==> src/rtl/seq_pkg.sv <==
package seq_pkg;
  localparam int unsigned NUM_STAGES = 4;
  typedef logic [NUM_STAGES-1:0] stage_vec_t;
endpackage

==> src/rtl/seq_elapsed_cnt.sv <==
module seq_elapsed_cnt #(
  parameter int unsigned PRESET = 25,
  localparam int unsigned CNT_W = $clog2(PRESET + 1)
) (
  input  logic             clk,
  input  logic             rst_n,
  input  logic             run_lvl,
  input  logic             tick_en,
  output logic [CNT_W-1:0] cnt_q,
  output logic [CNT_W-1:0] cnt_nxt,
  output logic             done_nxt
);
  localparam logic [CNT_W-1:0] PRESET_V = CNT_W'(PRESET);

  logic at_top;
  logic step_en;

  assign at_top  = (cnt_q == PRESET_V);
  assign step_en = run_lvl & tick_en & ~at_top;

  always_comb begin
    if (!run_lvl) begin
      cnt_nxt = '0;
    end else if (step_en) begin
      cnt_nxt = cnt_q + CNT_W'(1);
    end else begin
      cnt_nxt = cnt_q;
    end
  end

  assign done_nxt = run_lvl & (cnt_nxt == PRESET_V);

  always_ff @(posedge clk or negedge rst_n) begin
    if (!rst_n) begin
      cnt_q <= '0;
    end else begin
      cnt_q <= cnt_nxt;
    end
  end

  a_r7_no_overflow: assert property (@(posedge clk) disable iff (!rst_n)
    cnt_q <= PRESET_V);

  a_r3_step: assert property (@(posedge clk) disable iff (!rst_n)
    (run_lvl && tick_en && cnt_q != PRESET_V) |=> (cnt_q == $past(cnt_q) + CNT_W'(1)));

  a_r3_hold: assert property (@(posedge clk) disable iff (!rst_n)
    (run_lvl && !tick_en) |=> $stable(cnt_q));

  a_r8_clear_cnt: assert property (@(posedge clk) disable iff (!rst_n)
    !run_lvl |=> (cnt_q == '0));
endmodule

==> src/rtl/seq_stage_cmp.sv <==
module seq_stage_cmp #(
  parameter int unsigned CNT_W  = 5,
  parameter int unsigned THRESH = 5
) (
  input  logic [CNT_W-1:0] cnt,
  output logic             hit
);
  localparam logic [CNT_W-1:0] TH_V = CNT_W'(THRESH);
  assign hit = (cnt >= TH_V);
endmodule

==> src/rtl/seq_out_reg.sv <==
module seq_out_reg
  import seq_pkg::*;
(
  input  logic       clk,
  input  logic       rst_n,
  input  logic       run_lvl,
  input  stage_vec_t stage_nxt,
  output stage_vec_t stage_q
);
  always_ff @(posedge clk or negedge rst_n) begin
    if (!rst_n) begin
      stage_q <= '0;
    end else begin
      stage_q <= stage_nxt;
    end
  end

  a_r2_first_on: assert property (@(posedge clk) disable iff (!rst_n)
    run_lvl |=> stage_q[0]);

  a_r8_all_off: assert property (@(posedge clk) disable iff (!rst_n)
    !run_lvl |=> (stage_q == '0));

  a_r9_order: assert property (@(posedge clk) disable iff (!rst_n)
    (stage_q & (stage_q + stage_vec_t'(1))) == '0);
endmodule

==> src/rtl/staged_sequencer.sv <==
module staged_sequencer
  import seq_pkg::*;
#(
  parameter int unsigned TH_SECOND = 5,
  parameter int unsigned TH_THIRD  = 15,
  parameter int unsigned PRESET    = 25,
  localparam int unsigned CNT_W    = $clog2(PRESET + 1)
) (
  input  logic                        clk,
  input  logic                        rst_n,
  input  logic                        tick_en,
  input  logic                        run_lvl,
  output logic [NUM_STAGES-1:0]       stage_on,
  output logic [CNT_W-1:0]            elapsed
);
  logic [CNT_W-1:0] cnt_nxt;
  logic             done_nxt;
  stage_vec_t       stage_nxt;
  stage_vec_t       stage_q;

  seq_elapsed_cnt #(.PRESET(PRESET)) u_cnt (
    .clk      (clk),
    .rst_n    (rst_n),
    .run_lvl  (run_lvl),
    .tick_en  (tick_en),
    .cnt_q    (elapsed),
    .cnt_nxt  (cnt_nxt),
    .done_nxt (done_nxt)
  );

  assign stage_nxt[0] = run_lvl;

  for (genvar gi = 1; gi < NUM_STAGES - 1; gi++) begin : g_cmp
    localparam int unsigned TH = (gi == 1) ? TH_SECOND : TH_THIRD;
    logic hit;
    seq_stage_cmp #(.CNT_W(CNT_W), .THRESH(TH)) u_cmp (
      .cnt (cnt_nxt),
      .hit (hit)
    );
    assign stage_nxt[gi] = run_lvl & hit;
  end

  assign stage_nxt[NUM_STAGES-1] = done_nxt;

  seq_out_reg u_out (
    .clk       (clk),
    .rst_n     (rst_n),
    .run_lvl   (run_lvl),
    .stage_nxt (stage_nxt),
    .stage_q   (stage_q)
  );

  assign stage_on = stage_q;

  a_r4_second: assert property (@(posedge clk) disable iff (!rst_n)
    stage_q[0] |-> (stage_q[1] == (elapsed >= CNT_W'(TH_SECOND))));

  a_r6_last: assert property (@(posedge clk) disable iff (!rst_n)
    stage_q[0] |-> (stage_q[3] == (elapsed == CNT_W'(PRESET))));
endmodule

==> config.mk <==
export PLATFORM = sky130hd
export DESIGN_NAME = staged_sequencer
export DESIGN_NICKNAME = d
export VERILOG_FILES = /design/src/rtl/seq_pkg.sv /design/src/rtl/seq_elapsed_cnt.sv /design/src/rtl/seq_stage_cmp.sv /design/src/rtl/seq_out_reg.sv /design/src/rtl/staged_sequencer.sv
export SDC_FILE = /design/constraint.sdc
export NUM_CORES = 1
export LEC_CHECK = 0
export BUFFER_PORTS_ARGS = -buffer_cell sky130_fd_sc_hd__buf_2
export CAP_MARGIN = 20
export CORE_AREA = 5 5 42 44
export CTS_CLUSTER_DIAMETER = 120
export DETAILED_ROUTE_END_ITERATION = 6
export DIE_AREA = 0 0 47 49
export PLACE_DENSITY = 0.58
export SLEW_MARGIN = 20
export SYNTH_ARGS = -nofsm -noshare
export SYNTH_HDL_FRONTEND = slang
export SYNTH_SLANG_ARGS = --single-unit
==> constraint.sdc <==
create_clock -name clk -period 4 [get_ports clk]
set_input_delay 0.6 -clock clk [delete_from_list [all_inputs] [get_ports clk]]
set_output_delay 0.6 -clock clk [all_outputs]
set_load 0.01 [all_outputs]
==> flow_metrics.py, run 1 <==
metrics = {
    "detailed_routing": {
        "drc": 0,
        "initialDrtViolationCount": 2,
        "vias_per_cell": 5.17,
        "num_vias": 372,
        "wl_per_cell_um": 12.9,
        "ant_nets": 0,
        "routed_wl_um": 926,
        "dr.pass1.iters": 3,
    },
    "global_route": {
        "grt_max_degree": 12,
        "grt_pass1_vias": 352,
        "antenna_found_initial": 0,
        "grt_pass1_wl_mm": 1.64,
        "grt-ovfl-total": 0,
        "grtUsageTotal": 0.101,
    },
    "synthesis": {
        "yosysUniqueCellTypes": 24,
        "netlist_area_um2": 470,
        "synth-seq-area-share": 0.479,
        "synth_top_area_frac": 0.479,
        "synthCells": 41,
        "ys_ff_latch": 9,
        "synthTopCellsByArea": "dfrtp_1 48%, xnor2_1 5.6%, ha_1 5.3%",
        "ys_warn_count": 0,
        "yosysTopAreaCell": "dfrtp_1",
        "syn_avg_cell_area_um2": 11.5,
        "syn_nets": 47,
    },
    "place": {
        "gp_congestion": 0.754,
        "dp_hpwl_um": 717,
        "port_buffers": 12,
    },
    "layout": {
        "seq_area_um2": 225,
        "num-fill-cells": 146,
        "num_antenna_cells": 0,
        "syn_to_final_growth_pct": 21.0,
        "drive_above_1_share": 0.339,
        "final_cell_mix": "12 x buf_2, 9 x dfrtp_1, 3 x xnor2_1, 3 x and2_1, 3 x clkbuf_4",
        "nets": 63,
        "multiInputGateArea_um2": 230,
        "final_common_cell": "buf_2",
    },
    "sta": {
        "fin_skew_ns": 0.000898,
        "whs_ns": 0.182,
        "tns_ns": 0,
        "post-route-min-period_ns": 1.70,
        "setup_viol": 0,
        "maxSlewHeadroom": 0.806,
        "grt_setup_unrepaired": "no",
        "hold_violations": 0,
        "fin_crit_sh": 0.426,
        "finalMaxSlewViolations": 0,
        "tightestPinTransition_ns": 0.290,
        "max_clock_freq_ghz": 0.587,
    },
    "die": {
        "start_util": 0.336,
        "core_area_um2": 1400,
        "core.rowCount": 14,
        "dieArea_um2": 2300,
        "dieWidth_um": 47,
        "io-pin-count": 13,
        "die_y_um": 49,
    },
    "clocking": {
        "htreeDepth": 1,
        "cts_setup_buffers": 0,
        "cts_buffer_depth": 2,
        "path_clk_slew_ns": 0.06,
        "cts.repair.resized": 0,
        "clk_latency_ns": 0.25,
        "hold_buffers": 0,
        "cts-root-buf": "clkbuf_4",
        "cts.sinks": 9,
        "cts_buffers": 3,
        "cts_tree": "yes",
    },
    "critical_path": {
        "crit_path_max_fanout": 9,
        "critPathMaxStageDelay_ns": 0.49,
        "startpoint_type": "flip-flop",
        "crit_required_ns": 4.16,
        "worstPathCellList": "ha_1 > nand3_2 > o211ai_1 > mux2_2 > o31ai_1",
        "critPathSlowestCell": "dfrtp_1",
        "crit_path_end_kind": "flip-flop",
        "reg2reg_depth": 5,
        "arrival_ns": 1.86,
        "worst-setup-path-type": "flip-flop to flip-flop",
        "ff2ff_setup_slack_ns": 2.30,
    },
    "hold_path": {
        "hold_path.class": "input port to async pin",
    },
    "run_status": {
        "status": "complete, no violations",
    },
    "power": {
        "p_leak_nw": 0.278,
        "ir_drop_mv": 0.194,
        "power_density_nw_per_um2": 334,
    },
    "flow_run": {
        "cap_violations": 0,
    },
}
==> synth_stat cells <==
master,number
o31ai_1,1
buf_4,1
nor2b_1,1
inv_1,2
a311oi_1,1
dfrtp_1,9
mux2_2,1
o211ai_1,2
mux2i_1,1
nand2_1,2
o31a_1,1
a21boi_0,1
nor4b_2,1
nor3_1,1
and2_1,3
o21ai_2,1
a21oi_1,1
and3b_1,1
xnor2_1,3
nand4_1,2
or2b_1,1
o21ai_0,1
nand3_2,1
ha_1,2
==> per-layer routing <==
layer,global-route usage,routed length [um]
met5,0,0
met3,0.0664,85
met4,0.0138,0
met1,0.126,383
met2,0.147,457
==> cell families after synthesis <==
group,Yosys count,share of synthesized area
buffers and inverters,3,0.0319
and+or+nand+nor,13,0.194
DFF,9,0.479
AOI/OAI and AO/OA,9,0.141
muxes,2,0.0452
xor gates and xnor gates,3,0.0559
adders and majority gates,2,0.0532
==> through the flow <==
stage	worst slack [ns]	cell area (um^2)	instances	total power, mW	util
final	2.30	569	72	0.190	0.406
after global routing	2.14	569	72	0.206	0.406
after CTS	2.28	569	72	0.194	0.406
after detailed placement	2.29	543	68	0.125	0.388
after global placement	2.28	543	68	0.124	0.388
after floorplan	2.37	470	41	0.115	-
==> path summary, 6_finish.rpt <==
check	startpoint	endpoint
min in group clk	run_lvl	u_out.stage_q[0]
worst max register to register	u_cnt.cnt_q[0]	u_out.stage_q[2]
worst min-delay path	rst_n	u_cnt.cnt_q[3]
worst max-delay path	u_cnt.cnt_q[0]	u_out.stage_q[2]
max in group asynchronous	rst_n	u_cnt.cnt_q[2]
worst min register to register	u_cnt.cnt_q[4]	u_out.stage_q[1]
==> worst max-delay path, delay by kind of cell, from the launching register on <==
family / cells / cell delay [ns]
compound gates: 2 / 0.43
fa+ha+maj: 1 / 0.21
flops: 1 / 0.49
mux: 1 / 0.39
simple gates: 1 / 0.09
==> sequential cells by signal, indices dropped and copies added, names as in the netlist <==
name / cells
u_cnt.cnt_q: 5
u_out.stage_q: 4
==> report_power, final <==
| group | switching, mW | internal [mW] | leakage, nW |
|---|---|---|---|
| clock network | 0.0294 | 0.0383 | 0.0150 |
| registers | 0.00451 | 0.0938 | 0.122 |
| logic | 0.0138 | 0.0104 | 0.141 |
| total | 0.0477 | 0.142 | 0.278 |
==> area by class of cell <==
class / instances / area share
repair buffers: 12 / 0.105
well taps: 16 / 0.0352
multi-input cells: 29 / 0.404
clock buffers: 4 / 0.0462
flip-flops and latches: 9 / 0.396
inverters: 2 / 0.0132
Power figures use the tool's default switching activity.
==> inputs of run 2 (changes only) <==
clock period = 1.75 ns   (was 4 ns; I/O delays follow)
==> run 2 against run 1 <==
Effect of this change:
- die area unchanged
- critical endpoint is now u_out.stage_q[3]
- highest routed layer is now met4
- sequential share of layout area shrank 2.4 points
- cell area is 7.7% higher
- final cell count increased by 5.6%
- clock power increased by 130%
==> flow_metrics.py, run 2 (synthesis gave the netlist of run 1 again) <==
metrics = {
    "clocking": {
        "htreeDepth": 1,
        "cts.sinks": 9,
        "cts_tree": "yes",
        "path_clk_slew_ns": 0.06,
        "clk_latency_ns": 0.26,
        "cts-root-buf": "clkbuf_4",
        "cts_buffer_depth": 2,
        "cts_buffers": 3,
    },
    "detailed_routing": {
        "wl_per_cell_um": 13.3,
        "drc": 0,
        "routed_wl_mm": 1.01,
        "initialDrtViolationCount": 6,
        "num_vias": 384,
        "dr.pass1.iters": 4,
        "ant_nets": 0,
        "vias_per_cell": 5.05,
    },
    "layout": {
        "largest_reg_flops": 5,
        "finalNonFillerCells": 76,
        "num_antenna_cells": 0,
        "nets": 67,
        "multiInputGateArea_um2": 239,
        "design_area_um2": 613,
        "num-fill-cells": 144,
        "drive_above_1_share": 0.417,
        "reg.largest.list": "u_cnt.cnt_q x5, u_out.stage_q x4",
        "syn_to_final_growth_pct": 30.3,
        "final_cell_mix": "12 x buf_2, 7 x dfrtp_1",
        "top_register": "u_cnt.cnt_q",
        "seq_area_um2": 228,
        "final_common_cell": "buf_2",
    },
    "global_route": {
        "grtUsageTotal": 0.0938,
        "antenna_found_initial": 0,
        "grt_max_degree": 12,
        "grt_pass1_vias": 345,
        "grt_pass1_wl_mm": 1.52,
        "grt-ovfl-total": 0,
    },
    "hold_path": {
        "hold_path.class": "input port to flip-flop",
        "hold_end": "u_out.stage_q[0]",
        "hold_start": "run_lvl",
        "holdPathStages": 1,
    },
    "die": {
        "dieWidth_um": 47,
        "io-pin-count": 13,
        "dieArea_um2": 2300,
        "core_area_um2": 1400,
        "die_y_um": 49,
        "core.rowCount": 14,
        "start_util": 0.336,
    },
    "critical_path": {
        "crit_path_max_fanout": 3,
        "crit_required_ns": 1.92,
        "critPathSlowestCell": "dfrtp_2",
        "ff2ff_setup_slack_ns": 0.10,
        "worstPathCellList": "inv_1 > ha_1 > nand3_2 > o211ai_1 > mux2_4 > nor4b_2",
        "critPathMaxStageDelay_ns": 0.41,
        "arrival_ns": 1.81,
        "r2r_end": "u_out.stage_q[3]",
        "startpoint_type": "flip-flop",
        "reg2reg_depth": 6,
        "worst-setup-path-type": "flip-flop to flip-flop",
        "worstReg2RegStart": "u_cnt.cnt_q[1]",
        "crit_path_end_kind": "flip-flop",
    },
    "sta": {
        "fin_crit_sh": 0.940,
        "maxSlewHeadroom": 0.843,
        "fin_skew_ns": 0.000104,
        "tightestPinTransition_ns": 0.229,
        "post-route-min-period_ns": 1.65,
        "finalMaxSlewViolations": 0,
        "max_clock_freq_ghz": 0.608,
        "hold_violations": 0,
        "tns_ns": 0,
        "grt_setup_unrepaired": "no",
        "setup_viol": 0,
    },
    "place": {
        "port_buffers": 12,
        "dp_hpwl_um": 724,
        "dpl.cell_count": 70,
        "post_dp_cell_area_um2": 558,
        "gp_congestion": 0.793,
    },
    "run_status": {
        "status": "complete, no violations",
    },
    "power": {
        "ir_drop_mv": 0.467,
        "power_density_nw_per_um2": 737,
        "p_leak_nw": 0.301,
    },
    "flow_run": {
        "cap_violations": 0,
    },
}
-- run 2: changes by cell type in the layout (fill, tap and decap cells not counted), sizes merged --
cell | previous run | this run
buf | 12 | 15
dlygate4sd3 | 0 | 1
-- run 2: layer usage --
metal / wire [um] / global-route usage / vias up
li1: - / - / 187
met1: 403 / 0.106 / 183
met2: 514 / 0.145 / 12
met3: 86 / 0.0664 / 2
met4: 9 / 0.0138 / 0
met5: 0 / 0 / -
-- run 2: how the worst max path moves through the flow --
stage                         startpoint                to  slack, ns  depth (start not counted)
after global routing      u_cnt.cnt_q[1]  u_out.stage_q[3]       0.01                          6
final                     u_cnt.cnt_q[1]  u_out.stage_q[3]       0.10                          6
after detailed placement  u_cnt.cnt_q[1]  u_out.stage_q[3]       0.07                          6
after CTS                 u_cnt.cnt_q[0]  u_out.stage_q[3]       0.05                          5
after global placement    u_cnt.cnt_q[0]  u_out.stage_q[3]       0.10                          5
after floorplan           u_cnt.cnt_q[0]  u_out.stage_q[3]       0.12                          5
-- run 2: worst max-delay path, delay by kind of cell, from the launching register on --
| family | cells | cell delay, ns |
|---|---|---|
| buffers and inverters | 1 | 0.08 |
| flip-flops | 1 | 0.41 |
| AO/OA/AOI/OAI | 1 | 0.23 |
| multiplexers | 1 | 0.35 |
| adder cells (fa/ha/maj) | 1 | 0.15 |
| AND/OR/NAND/NOR | 2 | 0.33 |
-- run 2: area by class of cell --
cell class | instances | area share
multi-input combinational | 29 | 0.390
sequential | 9 | 0.371
clock buffer | 4 | 0.0429
inverter | 2 | 0.0122
tap | 16 | 0.0327
timing repair buffer | 16 | 0.151
-- run 2: timing repair --
action | 4_1_cts | 5_1_grt
hold endpoints to repair | 9 | 0
endpoints found under the setup margin | 0 | 2
resized for setup | 0 | 4
hold buffers | 1 | 0
buffers inserted | 0 | 1
-- run 2: report_power, final --
group | leakage [nW] | switching [mW] | total, mW | internal, mW
clock | 0.0150 | 0.0708 | 0.159 | 0.0878
sequential | 0.119 | 0.00765 | 0.223 | 0.215
combinational | 0.167 | 0.0382 | 0.0705 | 0.0323
-- run 2: through the flow --
step           utilization  power, mW  setup WS (ns)  hold WS, ns
5_1_grt              0.438      0.482         0.0127        0.202
3_5_place_dp         0.398      0.288         0.0748        0.124
3_3_place_gp         0.398      0.288          0.101        0.121
4_1_cts              0.424      0.447         0.0532        0.209
2_1_floorplan            -      0.262          0.121      -0.0331
6_report             0.438      0.452          0.105        0.215
==> inputs of run 3 (changes only) <==
CAP_MARGIN = default   (was 20)
PLACE_DENSITY = 0.63   (was 0.58)
SETUP_SLACK_MARGIN = 0.3   (was default)
==> run 3 against run 2 <==
Effect of this change:
- clock skew grew 0.0063 ns
- largest power group unchanged
- global-route usage grew 2.1 points
- worst setup slack gained 0.094 ns
- critical path type unchanged
- non-clock buffer count grew 3
==> flow_metrics.py, run 3 (synthesis gave the netlist of run 1 again) <==
metrics = {
    "layout": {
        "final_cell_mix": "12 x buf_2, 7 x dfrtp_1, 6 x buf_4",
        "num-fill-cells": 140,
        "reg.largest.list": "u_cnt.cnt_q x5, u_out.stage_q x4",
        "syn_to_final_growth_pct": 41.0,
        "nets": 70,
        "num_antenna_cells": 0,
        "final_common_cell": "buf_2",
        "fin_util": 0.473,
        "largest_reg_flops": 5,
        "drive_above_1_share": 0.524,
        "design_area_um2": 663,
        "top_register": "u_cnt.cnt_q",
    },
    "sta": {
        "grt_setup_unrepaired": "yes",
        "tightestPinTransition_ns": 0.260,
        "maxSlewHeadroom": 0.822,
        "fin_crit_sh": 0.887,
        "max_clock_freq_ghz": 0.645,
        "tns_ns": 0,
        "fin_skew_ns": 0.00641,
        "finalMaxSlewViolations": 0,
        "post-route-min-period_ns": 1.55,
        "setup_viol": 0,
        "hold_violations": 0,
    },
    "place": {
        "gp_congestion": 0.760,
        "dp_hpwl_um": 794,
        "post_dp_cell_area_um2": 569,
        "port_buffers": 12,
    },
    "detailed_routing": {
        "dr.pass1.iters": 2,
        "num_vias": 392,
        "wl_per_cell_um": 13.7,
        "routed_wl_mm": 1.09,
        "initialDrtViolationCount": 4,
        "ant_nets": 0,
        "drc": 0,
        "vias_per_cell": 4.96,
    },
    "die": {
        "dieArea_um2": 2300,
        "io-pin-count": 13,
        "core_area_um2": 1400,
        "start_util": 0.336,
        "die_y_um": 49,
        "dieWidth_um": 47,
        "core.rowCount": 14,
    },
    "critical_path": {
        "arrival_ns": 1.72,
        "crit_path_max_fanout": 4,
        "worstReg2RegStart": "u_cnt.cnt_q[1]",
        "worstPathCellList": "inv_2 > ha_4 > nand3_4 > o211ai_1 > mux2_4 > nor4b_2",
        "worst-setup-path-type": "flip-flop to flip-flop",
        "reg2reg_depth": 6,
        "startpoint_type": "flip-flop",
        "crit_required_ns": 1.92,
        "crit_path_end_kind": "flip-flop",
        "ff2ff_setup_slack_ns": 0.20,
        "critPathSlowestCell": "dfrtp_2",
        "critPathMaxStageDelay_ns": 0.43,
        "r2r_end": "u_out.stage_q[3]",
    },
    "clocking": {
        "clk_latency_ns": 0.26,
        "cts.sinks": 9,
        "cts_buffers": 3,
        "cts_tree": "yes",
        "htreeDepth": 1,
        "path_clk_slew_ns": 0.07,
        "cts-root-buf": "clkbuf_4",
        "cts_buffer_depth": 2,
    },
    "global_route": {
        "grt_pass1_vias": 420,
        "antenna_found_initial": 0,
        "grtUsageTotal": 0.115,
        "grt_pass1_wl_mm": 1.93,
        "grt-ovfl-total": 0,
        "grt_max_degree": 12,
    },
    "power": {
        "ir_drop_mv": 0.361,
        "p_leak_nw": 0.320,
        "power_density_nw_per_um2": 713,
    },
    "flow_run": {
        "cap_violations": 0,
    },
    "run_status": {
        "status": "complete, no violations",
    },
    "hold_path": {
        "hold_end": "u_out.stage_q[0]",
        "hold_start": "run_lvl",
        "hold_path.class": "input port to flip-flop",
        "holdPathStages": 1,
    },
}
## run 3: layout make-up
type / instances / area (um^2) / share of cell area
clock inverters: 1 / 5.00 / 0.00755
clock buffers: 3 / 22.5 / 0.0340
flip-flops and latches: 9 / 228 / 0.343
inverters: 2 / 7.51 / 0.0113
repair buffers: 19 / 115 / 0.174
multi-input cells: 29 / 265 / 0.400
well taps: 16 / 20.0 / 0.0302
## run 3: metrics by stage
stage               hold WS [ns]  setup slack (ns)  std cells  power [mW]
floorplan                -0.0331             0.221         41       0.270
detailed placement         0.126            0.0931         69       0.296
CTS                        0.200             0.210         78       0.470
global placement           0.115             0.147         69       0.295
finish                     0.206             0.198         79       0.473
global route               0.204             0.136         79       0.500
## run 3: critical path, delay by kind of cell, from the launching register on
family                   cells  cell delay, ns
buffers and inverters        1            0.08
flip-flops                   1            0.43
AO/OA/AOI/OAI                1            0.23
adder cells (fa/ha/maj)      1            0.13
AND/OR/NAND/NOR              2            0.25
multiplexers                 1            0.34
## run 3: repair_timing
item,CTS,global route
endpoints found under the hold margin,9,0
buffers inserted,4,1
hold buffers,1,0
gates resized for setup,3,2
gates cloned,0,0
endpoints found under the setup margin,4,4
pin swaps,1,1
## run 3: worst max-delay path by stage
stage / to / slack (ns) / cells past startpoint / start
2_1_floorplan: u_out.stage_q[3] / 0.22 / 6 / u_cnt.cnt_q[1]
3_3_place_gp: u_out.stage_q[3] / 0.15 / 6 / u_cnt.cnt_q[1]
3_5_place_dp: u_out.stage_q[2] / 0.09 / 6 / u_cnt.cnt_q[1]
4_1_cts: u_out.stage_q[3] / 0.21 / 6 / u_cnt.cnt_q[1]
5_1_grt: u_out.stage_q[2] / 0.14 / 6 / u_cnt.cnt_q[1]
6_report: u_out.stage_q[3] / 0.20 / 6 / u_cnt.cnt_q[1]
## run 3: power breakdown
group	leakage [nW]	internal, mW	switching [mW]
logic	0.183	0.0435	0.0443
registers	0.119	0.215	0.00845
clock network	0.0177	0.0843	0.0773
total	0.320	0.343	0.130
## run 3: routing by layer
layer / part of all wire / vias up / wire length [um] / GRT usage
li1: - / 196 / - / -
met5: 0 / - / 0 / 0
met1: 0.45 / 189 / 493 / 0.148
met4: 0 / 0 / 0 / 0.0415
met2: 0.52 / 7 / 563 / 0.183
met3: 0.027 / 0 / 29 / 0.0221
